$ cat src/rtl/wl_pkg.sv
package wl_pkg;

    typedef enum logic [2:0] {
        ST_IDLE,
        ST_SETTLE,
        ST_FIRE,
        ST_WAIT,
        ST_SLIP_SCAN,
        ST_SLIP_ON,
        ST_SLIP_GAP
    } wl_state_e;

endpackage

$ cat src/rtl/wl_countdown.sv
module wl_countdown #(
    parameter int CNT_W = 8
) (
    input  logic             clk,
    input  logic             rst_n,
    input  logic             load,
    input  logic [CNT_W-1:0] load_val,
    output logic             zero
);
    logic [CNT_W-1:0] cnt_d, cnt_q;

    always_comb begin
        cnt_d = cnt_q;
        if (load)
            cnt_d = load_val;
        else if (cnt_q != '0)
            cnt_d = cnt_q - 1'b1;
    end

    always_ff @(posedge clk or negedge rst_n) begin
        if (!rst_n) cnt_q <= '0;
        else        cnt_q <= cnt_d;
    end

    assign zero = (cnt_q == '0);
endmodule

$ cat src/rtl/wl_fb_pick.sv
module wl_fb_pick #(
    parameter int LANES  = 4,
    parameter int FB_W   = 8,
    parameter int LANE_W = 2
) (
    input  logic [LANES*FB_W-1:0] fb_data,
    input  logic [LANE_W-1:0]     lane,
    output logic                  hit
);
    logic [LANES-1:0] lane_hit;

    for (genvar g = 0; g < LANES; g++) begin : g_or
        assign lane_hit[g] = |fb_data[g*FB_W +: FB_W];
    end

    always_comb begin
        hit = 1'b0;
        for (int i = 0; i < LANES; i++)
            if (lane == LANE_W'(i)) hit = lane_hit[i];
    end
endmodule

$ cat src/rtl/wl_slip_threshold.sv
module wl_slip_threshold #(
    parameter int LANES = 4,
    parameter int DLY_W = 16
) (
    input  logic [LANES-1:0][DLY_W-1:0] taps,
    input  logic [LANES-1:0]            skew,
    output logic [LANES-1:0]            slip_need
);
    logic             any_skew;
    logic [DLY_W-1:0] min_tap;
    logic [DLY_W-1:0] thr;

    always_comb begin
        any_skew = 1'b0;
        min_tap  = '1;
        for (int i = 0; i < LANES; i++) begin
            if (skew[i]) begin
                any_skew = 1'b1;
                if (taps[i] < min_tap) min_tap = taps[i];
            end
        end
        thr = min_tap >> 1;
    end

    for (genvar g = 0; g < LANES; g++) begin : g_need
        assign slip_need[g] = any_skew && (taps[g] > thr);
    end
endmodule

$ cat src/rtl/wl_tap_search.sv
module wl_tap_search #(
    parameter int LANES       = 4,
    parameter int FB_W        = 8,
    parameter int DLY_W       = 16,
    parameter int MAX_TAPS    = 32,
    parameter int SETTLE_CYC  = 100,
    parameter int STROBE_WAIT = 10,
    parameter int SLIP_PULSES = 3
) (
    input  logic                   clk,
    input  logic                   rst_n,
    input  logic                   start,
    output logic                   done,
    output logic                   fail,
    output logic                   lvl_mode,
    output logic [LANES-1:0]       lane_sel,
    output logic                   dq_dly_rst,
    output logic                   dqs_dly_rst,
    output logic                   dq_dly_inc,
    output logic                   dqs_dly_inc,
    output logic                   lvl_strobe,
    output logic                   rd_bitslip,
    input  logic [LANES*FB_W-1:0]  fb_data,
    output logic [LANES*DLY_W-1:0] tap_count,
    output logic [LANES-1:0]       skew_flag
);
    import wl_pkg::*;

    localparam int LANE_W  = (LANES > 1) ? $clog2(LANES) : 1;
    localparam int TMR_MAX = (SETTLE_CYC > STROBE_WAIT) ? SETTLE_CYC : STROBE_WAIT;
    localparam int TMR_W   = $clog2(TMR_MAX + 1);
    localparam int SLIP_W  = $clog2(SLIP_PULSES + 1);

    typedef struct packed {
        wl_state_e                   st;
        logic [LANE_W-1:0]           lane;
        logic [LANES-1:0][DLY_W-1:0] taps;
        logic [LANES-1:0]            skew;
        logic                        first;
        logic                        pushing;
        logic                        fail;
        logic                        sel_en;
        logic                        lvl;
        logic                        rst_p;
        logic                        inc_p;
        logic                        strobe_p;
        logic                        slip_p;
        logic                        done_p;
        logic [SLIP_W-1:0]           slip_cnt;
    } regs_t;

    regs_t             r_d, r_q;
    logic              tmr_load;
    logic [TMR_W-1:0]  tmr_val;
    logic              tmr_zero;
    logic              hit;
    logic [LANES-1:0]  slip_need;
    logic              push_eff;
    logic [DLY_W-1:0]  next_tap;

    wl_countdown #(.CNT_W(TMR_W)) u_tmr (
        .clk      (clk),
        .rst_n    (rst_n),
        .load     (tmr_load),
        .load_val (tmr_val),
        .zero     (tmr_zero)
    );

    wl_fb_pick #(.LANES(LANES), .FB_W(FB_W), .LANE_W(LANE_W)) u_pick (
        .fb_data (fb_data),
        .lane    (r_q.lane),
        .hit     (hit)
    );

    wl_slip_threshold #(.LANES(LANES), .DLY_W(DLY_W)) u_thr (
        .taps      (r_q.taps),
        .skew      (r_q.skew),
        .slip_need (slip_need)
    );

    assign push_eff = r_q.first ? hit : r_q.pushing;
    assign next_tap = r_q.taps[r_q.lane] + 1'b1;

    always_comb begin
        r_d          = r_q;
        r_d.rst_p    = 1'b0;
        r_d.inc_p    = 1'b0;
        r_d.strobe_p = 1'b0;
        r_d.slip_p   = 1'b0;
        r_d.done_p   = 1'b0;
        tmr_load     = 1'b0;
        tmr_val      = '0;

        unique case (r_q.st)
            ST_IDLE: begin
                if (start) begin
                    r_d.taps = '0;
                    r_d.skew = '0;
                    r_d.fail = 1'b0;
                    r_d.lvl  = 1'b1;
                    r_d.lane = '0;
                    tmr_load = 1'b1;
                    tmr_val  = TMR_W'(SETTLE_CYC);
                    r_d.st   = ST_SETTLE;
                end
            end
            ST_SETTLE: begin
                if (tmr_zero) begin
                    r_d.sel_en  = 1'b1;
                    r_d.rst_p   = 1'b1;
                    r_d.first   = 1'b1;
                    r_d.pushing = 1'b0;
                    r_d.st      = ST_FIRE;
                end
            end
            ST_FIRE: begin
                r_d.strobe_p = 1'b1;
                tmr_load     = 1'b1;
                tmr_val      = TMR_W'(STROBE_WAIT);
                r_d.st       = ST_WAIT;
            end
            ST_WAIT: begin
                if (tmr_zero) begin
                    r_d.first   = 1'b0;
                    r_d.pushing = push_eff & hit;
                    if (r_q.first && hit) r_d.skew[r_q.lane] = 1'b1;
                    if (push_eff || !hit) begin
                        r_d.taps[r_q.lane] = next_tap;
                        if (next_tap >= DLY_W'(MAX_TAPS)) begin
                            r_d.fail = 1'b1;
                        end else begin
                            r_d.inc_p = 1'b1;
                            r_d.st    = ST_FIRE;
                        end
                    end
                    if (!((push_eff || !hit) && next_tap < DLY_W'(MAX_TAPS))) begin
                        if (r_q.lane == LANE_W'(LANES - 1)) begin
                            r_d.sel_en = 1'b0;
                            r_d.lvl    = 1'b0;
                            r_d.st     = ST_SLIP_SCAN;
                        end else begin
                            r_d.lane    = r_q.lane + 1'b1;
                            r_d.rst_p   = 1'b1;
                            r_d.first   = 1'b1;
                            r_d.pushing = 1'b0;
                            r_d.st      = ST_FIRE;
                        end
                    end
                end
            end
            ST_SLIP_SCAN: begin
                if (slip_need[r_q.lane]) begin
                    r_d.sel_en   = 1'b1;
                    r_d.slip_cnt = '0;
                    r_d.st       = ST_SLIP_ON;
                end else if (r_q.lane == '0) begin
                    r_d.done_p = 1'b1;
                    r_d.st     = ST_IDLE;
                end else begin
                    r_d.lane = r_q.lane - 1'b1;
                end
            end
            ST_SLIP_ON: begin
                r_d.slip_p   = 1'b1;
                r_d.slip_cnt = r_q.slip_cnt + 1'b1;
                r_d.st       = ST_SLIP_GAP;
            end
            ST_SLIP_GAP: begin
                if (r_q.slip_cnt == SLIP_W'(SLIP_PULSES)) begin
                    r_d.sel_en = 1'b0;
                    if (r_q.lane == '0) begin
                        r_d.done_p = 1'b1;
                        r_d.st     = ST_IDLE;
                    end else begin
                        r_d.lane = r_q.lane - 1'b1;
                        r_d.st   = ST_SLIP_SCAN;
                    end
                end else begin
                    r_d.st = ST_SLIP_ON;
                end
            end
            default: r_d.st = ST_IDLE;
        endcase
    end

    always_ff @(posedge clk or negedge rst_n) begin
        if (!rst_n) begin
            r_q    <= '0;
            r_q.st <= ST_IDLE;
        end else begin
            r_q <= r_d;
        end
    end

    assign done        = r_q.done_p;
    assign fail        = r_q.fail;
    assign lvl_mode    = r_q.lvl;
    assign lane_sel    = r_q.sel_en ? (LANES'(1) << r_q.lane) : '0;
    assign dq_dly_rst  = r_q.rst_p;
    assign dqs_dly_rst = r_q.rst_p;
    assign dq_dly_inc  = r_q.inc_p;
    assign dqs_dly_inc = r_q.inc_p;
    assign lvl_strobe  = r_q.strobe_p;
    assign rd_bitslip  = r_q.slip_p;
    assign tap_count   = r_q.taps;
    assign skew_flag   = r_q.skew;
endmodule

$ cat config.mk
export PLATFORM = sky130hd
export DESIGN_NAME = wl_tap_search
export DESIGN_NICKNAME = d
export VERILOG_FILES = /design/src/rtl/wl_pkg.sv /design/src/rtl/wl_countdown.sv /design/src/rtl/wl_fb_pick.sv /design/src/rtl/wl_slip_threshold.sv /design/src/rtl/wl_tap_search.sv
export SDC_FILE = /design/constraint.sdc
export NUM_CORES = 1
export LEC_CHECK = 0
export CAP_MARGIN = 10
export CORE_AREA = 3 3 157 128
export CTS_CLUSTER_DIAMETER = 150
export DETAILED_ROUTE_END_ITERATION = 10
export DIE_AREA = 0 0 160 131
export DONT_BUFFER_PORTS = 1
export SETUP_SLACK_MARGIN = 0.15
export SYNTH_ARGS = -nofsm -noshare
export SYNTH_HDL_FRONTEND = slang
export SYNTH_SLANG_ARGS = --single-unit
$ cat constraint.sdc
create_clock -name clk -period 31.1 [get_ports clk]
set_input_delay 4.665 -clock clk [delete_from_list [all_inputs] [get_ports clk]]
set_output_delay 4.665 -clock clk [all_outputs]
set_load 0.1 [all_outputs]
==> flow_summary.toml, run 1 <==
[timing]
worst_pin_slew_ns = 1.11
rsz0062_at_grt = "no"
finalCriticalPeriod_ns = 13.02
relSlewSlack = 0.260
tns_ns = 0
fmax_mhz = 76.8
fin_crit_sh = 0.419
setup_viol = 0
clock_skew_ns = 0.00972
finalMaxSlewViolations = 0
hold_viol = 0

[route]
drcViolationCount = 0
first_pass_iters = 5
ant_nets = 0
drtIter0Drc = 845
routed_wl_um = 29000
via_per_inst = 6.19
wl_per_cell_um = 23.7
via_count = 7570

[clocking]
postCtsSetupRepairBufs = 0
clk_pin_slew_ns = 0.07
clock_path_buffers = 2
cts_made_buffers = 9
ctsResizeCount = 0
cts.sinks = 92
hold_buffers = 0
root_buffer = "clkbuf_16"
htreeDepth = 3
insertion_delay_ns = 0.36
cts_tree = "built"

[floorplan]
start_util = 0.453
core.rowCount = 45
die_x_um = 160
coreArea_sq_mm = 0.0188
die_height_um = 131
io_pins = 116
dieArea_sq_mm = 0.0210

[global_route]
grt_pass1_vias = 7090
grt_max_degree = 93
track_usage = 0.279
grt-ovfl-total = 0
grt_pass1_wl_um = 44500
antenna_found_initial = 1

[run]
cap_violations = 0

[synthesis]
syn-cell-area_sq_mm = 0.00853
yosys_most_used_dff = "dfrtp_1"
ys_top_cells_by_area = "dfrtp_1 27%, ha_1 15%, o21ai_0 6.5%"
ys_warn_count = 0
yosys.area.top_type_share = 0.270
synth_top_area_cell = "dfrtp_1"
synth.most_common_cell = "o21ai_0"
syn_avg_cell_area_sq_um = 8.69
yosysSeqAreaShare = 0.270
ys_ff_latch = 92
synthesis.nets = 1119
ys_types = 80
synthTopCellsByCount = "110 x o21ai_0, 105 x nand2_1, 103 x ha_1, 92 x dfrtp_1, 71 x buf_4"
synth_cells = 981
synth_edf_count = 0
postSynth.asyncResetShare = 1.00

[power_and_ir_drop]
leakagePower_nw = 4.16
total_power_w = 0.000563
p_per_area_mw_per_mm2 = 62.0
vdd.ir_drop.worst_mv = 0.0434

[run_status]
outcome = "finished clean"

[finish]
final_cell_area_sq_mm = 0.00907
nNetsFinal = 1098
fin_cells = 1223
syn_to_final_growth_pct = 6.35
diodes = 0
drive_gt1_frac = 0.146
fin_util = 0.482
num-fill-cells = 1826

[setup_path]
path_delay_family = "compound AO/OA/AOI/OAI gates"
startpoint = "tap_count[4]$_DFFE_PN0P_"
path_buf_inv = 4
critPathMaxStageDelay_ns = 1.07
crit_type = "reg -> reg"
required_ns = 31.35
startpoint_type = "register"
path_common_cell = "ha_1"
worstReg2RegStart = "tap_count[4]$_DFFE_PN0P_"
critical_path_arrival_ns = 13.27
crit_fanout = 30
critPathCaptureType = "register"
cpMaxStageDelayCell = "dfrtp_1"

[placement]
dp_hpwl_um = 22500
routabilityCongestion = 0.995
dp.cells = 1206
postPlaceCellArea_sq_mm = 0.00872
port_buffers = 0

[min_path]
min-delay-start = "r_q[1]$_DFFE_PN0P_"
hold_class = "reg -> reg"
cell type report:
type                            instances  area (sq um)  share of cell area
Multi-Input combinational cell        747          5420               0.598
Sequential cell                        92          2300               0.254
Timing Repair Buffer                   71           533              0.0588
Tap cell                              258           323              0.0356
Clock buffer                           10           239              0.0264
Inverter                               39           146              0.0161
Clock inverter                          6           103              0.0113
kinds of logic (layout without fill, tap and decap cells):
logic type               count (synthesis)  count (layout)  share of synthesized area
AND/OR/NAND/NOR                        317             317                      0.185
AO/OA/AOI/OAI                          264             264                      0.202
buffers and inverters                  142             126                     0.0952
adder cells (fa/ha/maj)                106             106                      0.155
flip-flops                              92              92                      0.270
multiplexers                            39              39                     0.0715
XOR/XNOR                                21              21                     0.0216
sequential cells by signal (all words and copies together) (netlist names):
register / count
done: 1
r_q: 10
skew_flag: 4
rd_bitslip: 1
u_tmr.cnt_q: 7
dq_dly_inc: 1
fail: 1
lvl_mode: 1
lvl_strobe: 1
tap_count: 64
dq_dly_rst: 1
cell usage in the layout, fill, tap and decap left out, types with 15 or more instances in the layout:
cell type	instances
nand3_1	21
inv_1	37
mux2_2	15
ha_1	103
dfrtp_1	90
a21oi_1	53
nand2_1	105
nor3_1	17
nor2b_1	16
buf_4	70
mux4_2	16
o21ai_0	110
nand4_1	25
nor2_1	62
power by group:
| part | total (W) | leakage [nW] | internal, W | switching, W |
|---|---|---|---|---|
| Combinational | 0.000287 | 2.74 | 0.000101 | 0.000185 |
| Clock | 0.000130 | 0.167 | 0.0000744 | 0.0000552 |
| Sequential | 0.000147 | 1.26 | 0.000129 | 0.0000180 |
per-layer routing:
metal  GRT usage  share of wire  vias up
li1            -              -     3500
met1       0.403           0.46     3691
met2       0.383           0.40      344
met3       0.120           0.12       33
met4      0.0648          0.017        2
met5           0        0.00034        -
per-stage QoR:
step / hold slack, ns / setup slack (ns)
floorplan: 0.470 / 20.14
global placement: 0.496 / 18.05
detailed placement: 0.495 / 17.87
CTS: 0.514 / 17.86
global route: 0.558 / 17.21
finish: 0.514 / 18.08
path summary, 6_finish.rpt:
kind                       slack, ns  cells after the start                         to
hold reg to reg                 0.51                      1         r_q[1]$_DFFE_PN0P_
min in group asynchronous       3.99                      0  tap_count[44]$_DFFE_PN0P_
hold / removal                  0.51                      1         r_q[1]$_DFFE_PN0P_
max in group asynchronous      26.96                      0       dq_dly_inc$_DFF_PN0_
setup reg to reg               18.08                     40         r_q[0]$_DFFE_PN0P_
setup / recovery               18.08                     40         r_q[0]$_DFFE_PN0P_
Note: power is estimated with default switching activity, not from simulation.
==> run 2: changes to the inputs <==
- clock period: 31.1 -> 11.25 ns (I/O delays scaled with it)
==> flow_summary.toml, run 2 (synthesis gave the netlist of run 1 again) <==
[run_status]
outcome = "finished clean"

[route]
drcViolationCount = 0
drtIter0Drc = 754
ant_nets = 0
via_count = 7561
via_per_inst = 6.11
first_pass_iters = 5
routed_wl_um = 29900
wl_per_cell_um = 24.1

[floorplan]
die_height_um = 131
coreArea_sq_mm = 0.0188
core.rowCount = 45
die_x_um = 160
io_pins = 116
start_util = 0.453
dieArea_sq_mm = 0.0210

[power_and_ir_drop]
leakagePower_nw = 4.23
internal_power_w = 0.000819
p_per_area_mw_per_mm2 = 167
p_sw_frac = 0.467
seq_power_share = 0.264
vdd.ir_drop.worst_mv = 0.147
power_switching_w = 0.000716
combinationalPowerShare = 0.541
pwr-share-clk = 0.195

[timing]
fin_ws_ns = 0.720
finalMaxSlewViolations = 0
relSlewSlack = 0.193
tns_ns = 0
setup_viol = 0
fmax_mhz = 95.0
finalCriticalPeriod_ns = 10.53
rsz0062_at_grt = "yes"
worst_pin_slew_ns = 1.21
hold_viol = 0
fin_crit_sh = 0.936
clock_skew_ns = 0.00534

[finish]
drive_gt1_frac = 0.169
diodes = 0
final_cell_area_sq_mm = 0.00919
nNetsFinal = 1113
largest_register_ffs = 64
mostFrequentLayoutCells = "108 x o21ai_0, 105 x nand2_1, 103 x ha_1"
syn_to_final_growth_pct = 7.81
final_common_cell = "o21ai_0"

[global_route]
grt_pass1_wl_um = 45000
grt_max_degree = 93
grt_pass1_vias = 7150
track_usage = 0.285
grt-ovfl-total = 0
antenna_found_initial = 0

[placement]
dp_hpwl_um = 23500
postPlaceCellArea_sq_mm = 0.00882
routabilityCongestion = 1.00
port_buffers = 0
place_worst_setup_slack_ns = 0.493

[clocking]
clk_pin_slew_ns = 0.07
insertion_delay_ns = 0.35
cts_made_buffers = 9
htreeDepth = 3
root_buffer = "clkbuf_16"
clock_path_buffers = 2
cts_tree = "built"
hold_buffers = 0
cts.sinks = 92

[setup_path]
startpoint_type = "register"
critPathMaxStageDelay_ns = 0.59
crit_type = "reg -> reg"
crit_fanout = 30
required_ns = 11.49
cpMaxStageDelayCell = "or4_1"
r2r_slack_ns = 0.72
critical_path_arrival_ns = 10.77
critPathCaptureType = "register"

[run]
cap_violations = 0

[min_path]
hold_class = "reg -> reg"
==> run 2: changes by cell type in the layout (fill, tap and decap cells not counted), moves of 2 or more <==
cell,previous run,this run
buf_4,70,83
a21oi_1,53,46
a21oi_2,1,8
bufinv_16,2,0
clkinv_2,0,2
o21ai_0,110,108
o21ai_1,3,5
==> run 2: worst max-delay path: cells and delay by family, from the launching register on <==
kind	cells	cell delay, ns
AOI/OAI and AO/OA	17	3.87
buffers and inverters	6	1.07
and+or+nand+nor	13	3.23
muxes	2	0.70
adders and majority gates	4	1.17
DFF	1	0.36
==> run 2: path summary, 6_finish.rpt <==
| check | start | end | cells after the start |
|---|---|---|---|
| setup / recovery | tap_count[1]$_DFFE_PN0P_ | r_q[0]$_DFFE_PN0P_ | 42 |
| hold / removal | r_q[1]$_DFFE_PN0P_ | r_q[1]$_DFFE_PN0P_ | 1 |
| setup reg to reg | tap_count[1]$_DFFE_PN0P_ | r_q[0]$_DFFE_PN0P_ | 42 |
| hold reg to reg | r_q[1]$_DFFE_PN0P_ | r_q[1]$_DFFE_PN0P_ | 1 |
| max in group asynchronous | rst_n | tap_count[24]$_DFFE_PN0P_ | 0 |
| min in group asynchronous | rst_n | tap_count[34]$_DFFE_PN0P_ | 0 |
==> run 2: per-stage QoR <==
stage	instances	total power [W]	util	hold slack (ns)
floorplan	981	0.000997	-	0.470
global placement	1220	0.00120	0.469	0.495
detailed placement	1220	0.00120	0.469	0.509
CTS	1236	0.00151	0.484	0.529
global route	1238	0.00165	0.489	0.558
finish	1238	0.00154	0.489	0.531
==> run 2: what timing repair did <==
action                                  CTS  global route
setup buffers                             0             2
resized for setup                         0            15
endpoints found under the setup margin    0             8
==> run 2: cell type report <==
class	count	area (sq um)
Sequential cell	92	2300
Inverter	39	146
Fill cell	1793	9610
Multi-Input combinational cell	747	5470
Tap cell	258	323
Clock buffer	10	239
Timing Repair Buffer	86	669
Clock inverter	6	45.0
==> run 2: layer usage <==
| metal | vias up | track usage | wire length [um] |
|---|---|---|---|
| met4 | 0 | 0.0607 | 369 |
| li1 | 3534 | - | - |
| met1 | 3619 | 0.422 | 13700 |
| met2 | 382 | 0.389 | 11700 |
| met3 | 26 | 0.113 | 4100 |
| met5 | - | 0 | 0 |
==> run 2: power by group through the flow <==
stage / Combinational, W / Sequential, W / Clock, W
final: 0.000831 / 0.000406 / 0.000299
after global routing: 0.000925 / 0.000410 / 0.000320
after CTS: 0.000799 / 0.000405 / 0.000303
after detailed placement: 0.000790 / 0.000411 / 0
after global placement: 0.000786 / 0.000411 / 0
after floorplan: 0.000602 / 0.000395 / 0
==> run 3: changes to the inputs <==
- RECOVER_POWER: unset -> 50
- SKIP_CTS_REPAIR_TIMING: unset -> 1
==> flow_summary.toml, run 3 (synthesis gave the netlist of run 1 again) <==
[global_route]
track_usage = 0.285
grt_pass1_vias = 7150
grt_max_degree = 93
grt-ovfl-total = 0
antenna_found_initial = 0
grt_pass1_wl_um = 45000

[power_and_ir_drop]
p_sw_frac = 0.467
leakagePower_nw = 4.13
combinationalPowerShare = 0.541
total_power_w = 0.00153
internal_power_w = 0.000819
pwr-share-clk = 0.194
power_switching_w = 0.000716
seq_power_share = 0.265
p_per_area_mw_per_mm2 = 169
vdd.ir_drop.worst_mv = 0.147

[run]
cap_violations = 14

[route]
ant_nets = 0
wl_per_cell_um = 24.3
first_pass_iters = 6
via_count = 7566
drtIter0Drc = 684
via_per_inst = 6.11
routed_wl_um = 30100
drcViolationCount = 0

[finish]
syn_to_final_growth_pct = 6.79
mostFrequentLayoutCells = "108 x o21ai_0, 105 x nand2_1, 103 x ha_1"
largest_register_ffs = 64
final_cell_area_sq_mm = 0.00911
drive_gt1_frac = 0.146
final_common_cell = "o21ai_0"
diodes = 0
fin_util = 0.484
nNetsFinal = 1113

[setup_path]
startpoint = "tap_count[1]$_DFFE_PN0P_"
r2r_slack_ns = 0.59
required_ns = 11.49
cpMaxStageDelayCell = "or4_1"
r2r_cells = 41
crit_fanout = 30
startpoint_type = "register"
cp-endpoint = "r_q[0]$_DFFE_PN0P_"
r2r-end = "r_q[0]$_DFFE_PN0P_"
critPathCaptureType = "register"
worstReg2RegStart = "tap_count[1]$_DFFE_PN0P_"
crit_type = "reg -> reg"
critical_path_arrival_ns = 10.90
critPathMaxStageDelay_ns = 0.59

[timing]
finalMaxSlewViolations = 86
hold_ws_ns = 0.532
relSlewSlack = -0.158
fmax_mhz = 93.8
hold_viol = 0
rsz0062_at_grt = "yes"
fin_crit_sh = 0.948
tns_ns = 0
worst_pin_slew_ns = 1.74
finalCriticalPeriod_ns = 10.66
clock_skew_ns = 0.00426
setup_viol = 0

[floorplan]
coreArea_sq_mm = 0.0188
io_pins = 116
core.rowCount = 45
start_util = 0.453
dieArea_sq_mm = 0.0210
die_x_um = 160
die_height_um = 131

[run_status]
outcome = "complete, but fails checks"
violations = "capacitance limit, slew limit"

[clocking]
cts_tree = "built"
insertion_delay_ns = 0.35
cts_made_buffers = 9
htreeDepth = 3
clk_pin_slew_ns = 0.07
cts.sinks = 92
clock_path_buffers = 2
root_buffer = "clkbuf_16"

[placement]
routabilityCongestion = 1.00
dp_hpwl_um = 23500
postPlaceCellArea_sq_mm = 0.00882
port_buffers = 0

[min_path]
hold_class = "reg -> reg"
==> run 3: cell types whose count changed in the layout (fill, tap and decap cells not counted), sizes merged <==
| cell | change |
|---|---|
| clkbuf | +23 |
| buf | -23 |
==> run 3: per-layer routing <==
layer  wire (um)  part of all wire  global-route usage  vias to the layer above
met5           0                 0                   0                        -
met4         358             0.012              0.0607                        0
met3        3940              0.13               0.113                       27
met2       11800              0.39               0.389                      381
met1       14000              0.46               0.422                     3616
li1            -                 -                   -                     3542
==> run 3: critical path: cells and delay by family, from the launching register on <==
kind / cells / cell delay [ns]
AO/OA/AOI/OAI: 17 / 3.76
adder cells (fa/ha/maj): 4 / 1.44
buffers and inverters: 6 / 1.07
flip-flops: 1 / 0.36
multiplexers: 2 / 0.71
AND/OR/NAND/NOR: 12 / 3.13
==> run 3: how the worst min path moves through the flow <==
| stage | start | end | slack (ns) | cells past startpoint |
|---|---|---|---|---|
| detailed placement | r_q[1]$_DFFE_PN0P_ | r_q[1]$_DFFE_PN0P_ | 0.51 | 1 |
| global route | r_q[0]$_DFFE_PN0P_ | r_q[0]$_DFFE_PN0P_ | 0.56 | 1 |
| floorplan | r_q[1]$_DFFE_PN0P_ | r_q[1]$_DFFE_PN0P_ | 0.47 | 1 |
| finish | r_q[1]$_DFFE_PN0P_ | r_q[1]$_DFFE_PN0P_ | 0.53 | 1 |
| CTS | r_q[1]$_DFFE_PN0P_ | r_q[1]$_DFFE_PN0P_ | 0.53 | 1 |
| global placement | r_q[1]$_DFFE_PN0P_ | r_q[1]$_DFFE_PN0P_ | 0.50 | 1 |
==> run 3: layout make-up <==
type | instances | area [sq um]
fillers | 1813 | 9700
multi-input cells | 747 | 5470
flip-flops and latches | 92 | 2300
repair buffers | 86 | 583
well taps | 258 | 323
clock buffers | 10 | 239
inverters | 39 | 146
clock inverters | 6 | 45.0
==> run 3: power groups by stage <==
stage	sequential [W]	combinational, W	clock, W
floorplan	0.000395	0.000602	0
global placement	0.000411	0.000786	0
detailed placement	0.000411	0.000790	0
CTS	0.000405	0.000799	0.000303
global route	0.000410	0.000924	0.000320
finish	0.000406	0.000831	0.000298
==> run 3: per-stage QoR <==
stage                     worst slack [ns]  instances
after floorplan                      0.291        981
after global placement               0.602       1220
after detailed placement             0.493       1220
after CTS                            0.462       1236
after global routing                 0.116       1238
final                                0.590       1238
